**config.mk**
```make
export PLATFORM = sky130hd
export DESIGN_NAME = utc_timetag_core
export DESIGN_NICKNAME = d
export VERILOG_FILES = /design/src/rtl/utc_tt_pkg.sv /design/src/rtl/utc_tt_clock.sv /design/src/rtl/utc_tt_capture.sv /design/src/rtl/utc_tt_regbus.sv /design/src/rtl/utc_timetag_core.sv
export SDC_FILE = /design/constraint.sdc
export NUM_CORES = 1
export LEC_CHECK = 0
export ABC_AREA = 1
export CAP_MARGIN = 20
export CORE_UTILIZATION = 40
export CTS_CLUSTER_DIAMETER = 60
export DETAILED_ROUTE_END_ITERATION = 7
export HOLD_SLACK_MARGIN = 0.02
export PLACE_DENSITY_LB_ADDON = 0.3
export SETUP_SLACK_MARGIN = 0.1
export SYNTH_ARGS = -nofsm -noshare
export SYNTH_HDL_FRONTEND = slang
export SYNTH_HIERARCHICAL = 1
export SYNTH_SLANG_ARGS = --single-unit
```
**constraint.sdc**
```tcl
create_clock -name clk_i -period 3.1 [get_ports clk_i]
set_input_delay 0.31 -clock clk_i [delete_from_list [all_inputs] [get_ports clk_i]]
set_output_delay 0.31 -clock clk_i [all_outputs]
set_load 0.02 [all_outputs]
```
**src/rtl/utc_tt_pkg.sv**
```systemverilog
package utc_tt_pkg;
  localparam int unsigned WORD_W   = 32;
  localparam int unsigned ADDR_W   = 5;
  localparam int unsigned NUM_EVT  = 4;
  localparam int unsigned TAG_BASE = 2;
  localparam int unsigned TAG_SPAN = 4;
  localparam int unsigned LANES    = WORD_W / 8;

  typedef struct packed {
    logic [WORD_W-1:0] meta;
    logic [WORD_W-1:0] sec;
    logic [WORD_W-1:0] tick;
  } tag_t;
endpackage

```
**src/rtl/utc_tt_clock.sv**
```systemverilog
module utc_tt_clock
  import utc_tt_pkg::*;
#(
  parameter int unsigned TICK_LAST = 124_999_999
) (
  input  logic              clk_i,
  input  logic              rst_ni,
  input  logic              wr_sec_i,
  input  logic              wr_tick_i,
  input  logic [WORD_W-1:0] wdat_i,
  input  logic [WORD_W-1:0] bmask_i,
  output logic [WORD_W-1:0] sec_o,
  output logic [WORD_W-1:0] tick_o,
  output logic              sec_ld_o,
  output logic              tick_ld_o
);
  localparam logic [WORD_W-1:0] LastW = WORD_W'(TICK_LAST);

  logic [WORD_W-1:0] sec_q, sec_d, tick_q, tick_d;
  logic              sec_ld_q, tick_ld_q, wrap;

  always_comb begin
    wrap   = (tick_q >= LastW);
    tick_d = wrap ? '0 : tick_q + WORD_W'(1);
    sec_d  = wrap ? sec_q + WORD_W'(1) : sec_q;
    if (wr_tick_i) tick_d = (tick_q & ~bmask_i) | (wdat_i & bmask_i);
    if (wr_sec_i)  sec_d  = (sec_q & ~bmask_i) | (wdat_i & bmask_i);
  end

  always_ff @(posedge clk_i or negedge rst_ni) begin
    if (!rst_ni) begin
      sec_q     <= '0;
      tick_q    <= '0;
      sec_ld_q  <= 1'b0;
      tick_ld_q <= 1'b0;
    end else begin
      sec_q     <= sec_d;
      tick_q    <= tick_d;
      sec_ld_q  <= wr_sec_i;
      tick_ld_q <= wr_tick_i;
    end
  end

  assign sec_o     = sec_q;
  assign tick_o    = tick_q;
  assign sec_ld_o  = sec_ld_q;
  assign tick_ld_o = tick_ld_q;
endmodule

```
**src/rtl/utc_tt_capture.sv**
```systemverilog
module utc_tt_capture
  import utc_tt_pkg::*;
#(
  parameter int unsigned SEQ_W = 16
) (
  input  logic              clk_i,
  input  logic              rst_ni,
  input  logic              evt_i,
  input  logic [WORD_W-1:0] sec_i,
  input  logic [WORD_W-1:0] tick_i,
  output tag_t              tag_o
);
  tag_t             tag_q, tag_d;
  logic [SEQ_W-1:0] seq_nx;

  always_comb begin
    seq_nx     = tag_q.meta[SEQ_W-1:0] + SEQ_W'(1);
    tag_d.meta = WORD_W'(seq_nx);
    tag_d.sec  = sec_i;
    tag_d.tick = tick_i;
  end

  always_ff @(posedge clk_i or negedge rst_ni) begin
    if (!rst_ni)    tag_q <= '0;
    else if (evt_i) tag_q <= tag_d;
  end

  assign tag_o = tag_q;
endmodule

```
**src/rtl/utc_tt_regbus.sv**
```systemverilog
module utc_tt_regbus
  import utc_tt_pkg::*;
(
  input  logic                     clk_i,
  input  logic                     rst_ni,
  input  logic [ADDR_W-1:0]        adr_i,
  input  logic [LANES-1:0]         sel_i,
  input  logic                     cyc_i,
  input  logic                     stb_i,
  input  logic                     we_i,
  input  logic [WORD_W-1:0]        sec_i,
  input  logic [WORD_W-1:0]        tick_i,
  input  tag_t [NUM_EVT-1:0]       tags_i,
  output logic [WORD_W-1:0]        rdat_o,
  output logic                     ack_o,
  output logic                     wr_sec_o,
  output logic                     wr_tick_o,
  output logic [WORD_W-1:0]        bmask_o
);
  logic              ack_q, req;
  logic [WORD_W-1:0] rdat_q, rd_mux;

  for (genvar b = 0; b < LANES; b++) begin : g_lane
    assign bmask_o[8*b +: 8] = {8{sel_i[b]}};
  end

  assign req       = cyc_i & stb_i & ~ack_q;
  assign wr_sec_o  = req & we_i & (adr_i == ADDR_W'(0));
  assign wr_tick_o = req & we_i & (adr_i == ADDR_W'(1));

  always_comb begin
    rd_mux = '0;
    if (adr_i == ADDR_W'(0)) rd_mux = sec_i;
    if (adr_i == ADDR_W'(1)) rd_mux = tick_i;
    for (int e = 0; e < NUM_EVT; e++) begin
      if (adr_i == ADDR_W'(TAG_BASE + TAG_SPAN*e))     rd_mux = tags_i[e].meta;
      if (adr_i == ADDR_W'(TAG_BASE + TAG_SPAN*e + 1)) rd_mux = tags_i[e].sec;
      if (adr_i == ADDR_W'(TAG_BASE + TAG_SPAN*e + 2)) rd_mux = tags_i[e].tick;
    end
  end

  always_ff @(posedge clk_i or negedge rst_ni) begin
    if (!rst_ni) begin
      ack_q  <= 1'b0;
      rdat_q <= '0;
    end else begin
      ack_q <= req;
      if (req) rdat_q <= rd_mux;
    end
  end

  assign ack_o  = ack_q;
  assign rdat_o = rdat_q;
endmodule

```
**src/rtl/utc_timetag_core.sv**
```systemverilog
module utc_timetag_core
  import utc_tt_pkg::*;
#(
  parameter int unsigned TICK_LAST = 124_999_999,
  parameter int unsigned SEQ_W     = 16
) (
  input  logic               clk_i,
  input  logic               rst_ni,
  input  logic [ADDR_W-1:0]  bus_adr_i,
  input  logic [WORD_W-1:0]  bus_dat_i,
  input  logic [LANES-1:0]   bus_sel_i,
  input  logic               bus_cyc_i,
  input  logic               bus_stb_i,
  input  logic               bus_we_i,
  output logic [WORD_W-1:0]  bus_dat_o,
  output logic               bus_ack_o,
  input  logic [NUM_EVT-1:0] evt_i,
  output logic [WORD_W-1:0]  sec_o,
  output logic [WORD_W-1:0]  tick_o,
  output logic               sec_load_o,
  output logic               tick_load_o
);
  logic               wr_sec, wr_tick;
  logic [WORD_W-1:0]  bmask;
  tag_t [NUM_EVT-1:0] tags;

  utc_tt_clock #(.TICK_LAST(TICK_LAST)) u_clock (
    .clk_i, .rst_ni,
    .wr_sec_i(wr_sec), .wr_tick_i(wr_tick),
    .wdat_i(bus_dat_i), .bmask_i(bmask),
    .sec_o, .tick_o,
    .sec_ld_o(sec_load_o), .tick_ld_o(tick_load_o)
  );

  for (genvar e = 0; e < NUM_EVT; e++) begin : g_evt
    utc_tt_capture #(.SEQ_W(SEQ_W)) u_cap (
      .clk_i, .rst_ni,
      .evt_i(evt_i[e]), .sec_i(sec_o), .tick_i(tick_o),
      .tag_o(tags[e])
    );
  end

  utc_tt_regbus u_bus (
    .clk_i, .rst_ni,
    .adr_i(bus_adr_i), .sel_i(bus_sel_i),
    .cyc_i(bus_cyc_i), .stb_i(bus_stb_i), .we_i(bus_we_i),
    .sec_i(sec_o), .tick_i(tick_o), .tags_i(tags),
    .rdat_o(bus_dat_o), .ack_o(bus_ack_o),
    .wr_sec_o(wr_sec), .wr_tick_o(wr_tick), .bmask_o(bmask)
  );
endmodule

```
==> impl_metrics.toml <==
[drt]
ant_nets = 0
viasPerCell = 5.20
dr.pass1.iters = 5
vias = 23500
wire_per_inst_um = 19.7
drc = 0
wirelength_um = 89100
drt-initial-drc-count = 2579

[clocking]
numCtsBuffers = 51
cts_root_buf = "clkbuf_16"
clockBufferDepth = 3
postCtsSetupRepairBufs = 0
cts_tree = "done"
clkSinkCount = 419
htreeDepth = 2
clkTransAtPathRegs_ns = 0.06
clk_latency_ns = 0.62

[finish]
fin_nets = 3764
antennaDiodeCount = 0
seqCellArea_mm2 = 0.0105
post_route_cells_drive_above_1_share = 0.0733
multi_input_area_mm2 = 0.0116
syn_to_final_growth_pct = 15.7
utilization = 0.468
nFillCells = 6049

[pwr]
ir_drop_uv = 332
p_sw_frac = 0.324
clock_power_share = 0.388
p_sw_w = 0.00509
power_frac_comb = 0.176
intPower_w = 0.0106
p_leak_nw = 14.6
p_per_area_mw_per_mm2 = 557
power_frac_seq = 0.435

[critical_path]
cp-start-kind = "flop"
required_ns = 2.79
rrSetupSlack_ns = 0.74
cp-end-kind = "primary output"
rr_worst_depth = 12
critPathTopFamily = "flip-flops"
crit_chain = "clkdlybuf4s50_1"
crit_slowest_cell = "dfrtp_1"
worst-path-max-fanout = 11
cp.depth = 1
critPathKind = "flop to primary output"
crit_arrival_ns = 2.22
cp_slowest_stage_delay_ns = 0.87
critPathCapture = "sec_o[18]"
path_buf_inv = 1

[run_status]
outcome = "completed"

[synth]
yosysMostFrequentCell = "nand2_1"
async_flop_share = 1.00
synthFlopType = "dfrtp_1"
yosysTopAreaCell = "dfrtp_1"
syn_area_per_cell_um2 = 6.80
synthTopCellsByArea = "dfrtp_1 (43%), nand2_1 (27%), nor2_1 (5.1%)"
synth.top_cells.by_count = "nand2_1 (1734), dfrtp_1 (419), nor2_1 (331)"
synth-warning-count = 6
yosysTopAreaCellShare = 0.430
yosysUniqueCellTypes = 48
ys_seq_elements = 419
syn_area_mm2 = 0.0244
synth_edf_count = 0
yosysSeqAreaShare = 0.430
synth_cells = 3587

[timing]
setup_slack_ns = 0.568
hold_violations = 0
slew_headroom = 0.369
slew_viol_final = 0
tightest_slew_ns = 0.947
tns_ns = 0
skew_ns = 0.0265
period_needed_ns = 2.53
period_share = 0.817
setup_viol = 0
fmax_mhz = 395
rsz0062_at_grt = "false"

[floorplanning]
initial_core_util = 0.405
die-width_um = 249
rows = 90
fp.coreArea_mm2 = 0.0602
die_h_um = 249
ios = 149
die-area_mm2 = 0.0619

[global_routing]
grt_remaining_overflow = 0
grt_util_all_layers = 0.286
grt_antenna_before_repair = 0
grt_first_pass_wirelength_um = 135000
grt_max_degree = 70
first_global_vias = 21800

[placed_design]
io_buffer_count = 148
pre_cts_ws_ns = 0.337
dp_hpwl_um = 61000
gp_congestion = 0.951

[run]
maxCapViolCount = 0

[min_path]
hold_path_class = "input port to flop"
[stage by stage]
step                      power (W)  std cells  cell area (um2)  hold WS (ns)
after floorplan             0.00822       3647            24600        0.0144
final                        0.0157       4532            28200        0.0866
after CTS                    0.0158       4532            28200        0.0530
after detailed placement    0.00965       4436            26500         0.352
after global placement      0.00960       4436            26500         0.345
after global routing         0.0163       4532            28200        0.0730
[power groups by stage]
| stage | clock, W | sequential [W] | combinational, W |
|---|---|---|---|
| 5_1_grt | 0.00638 | 0.00691 | 0.00303 |
| 6_report | 0.00610 | 0.00684 | 0.00277 |
| 3_5_place_dp | 0 | 0.00691 | 0.00274 |
| 2_1_floorplan | 0 | 0.00686 | 0.00136 |
| 3_3_place_gp | 0 | 0.00691 | 0.00269 |
| 4_1_cts | 0.00618 | 0.00683 | 0.00275 |
[cell type report]
| class | instances | area share |
|---|---|---|
| Multi-Input combinational cell | 2692 | 0.411 |
| Sequential cell | 419 | 0.372 |
| Timing Repair Buffer | 236 | 0.0817 |
| Clock buffer | 78 | 0.0542 |
| Inverter | 308 | 0.0410 |
| Tap cell | 782 | 0.0347 |
| Clock inverter | 17 | 0.00616 |
[kinds of logic (layout without fill, tap and decap cells)]
logic type / count (synthesis) / count (layout) / synth area share
flip-flops: 419 / 419 / 0.430
AO/OA/AOI/OAI: 117 / 117 / 0.0266
buffers and inverters: 536 / 639 / 0.105
adder cells (fa/ha/maj): 6 / 6 / 0.00308
AND/OR/NAND/NOR: 2442 / 2442 / 0.412
XOR/XNOR: 61 / 61 / 0.0219
other: 4 / 64 / 0.000616
multiplexers: 2 / 2 / 0.000821
[worst min path at each step]
stage / from / end / slack [ns] / cells past startpoint
2_1_floorplan: rst_ni / g_evt[0].u_cap/tag_o[0] / 0.01 / 0
3_3_place_gp: rst_ni / g_evt[1].u_cap/tag_o[72] / 0.35 / 1
3_5_place_dp: rst_ni / g_evt[1].u_cap/tag_o[1] / 0.35 / 1
4_1_cts: evt_i[1] / g_evt[1].u_cap/tag_o[32] / 0.05 / 3
5_1_grt: evt_i[1] / g_evt[1].u_cap/tag_o[65] / 0.07 / 3
6_report: evt_i[1] / g_evt[1].u_cap/tag_o[32] / 0.09 / 3
[layer usage]
| metal | share of wire | up-vias | global-route usage |
|---|---|---|---|
| met5 | 0 | - | 0 |
| met4 | 0.045 | 0 | 0.117 |
| met3 | 0.084 | 224 | 0.0470 |
| met2 | 0.45 | 1115 | 0.461 |
| met1 | 0.42 | 11100 | 0.382 |
| li1 | - | 11100 | - |
[layout by cell type (no fill, tap or decap), types with 47 or more instances in the layout]
cell	n
nand2_1	1734
dfrtp_1	419
nor2_1	325
inv_1	288
clkdlybuf4s50_1	143
nand3_1	141
nand4_1	116
buf_4	73
conb_1	64
clkbuf_16	52
o21ai_0	47
[what timing repair did]
item | in CTS | in global routing
gates resized for setup | 0 | 0
hold endpoints to repair | 58 | 0
hold buffers | 1 | 0
(Power assumes the default switching activity.)
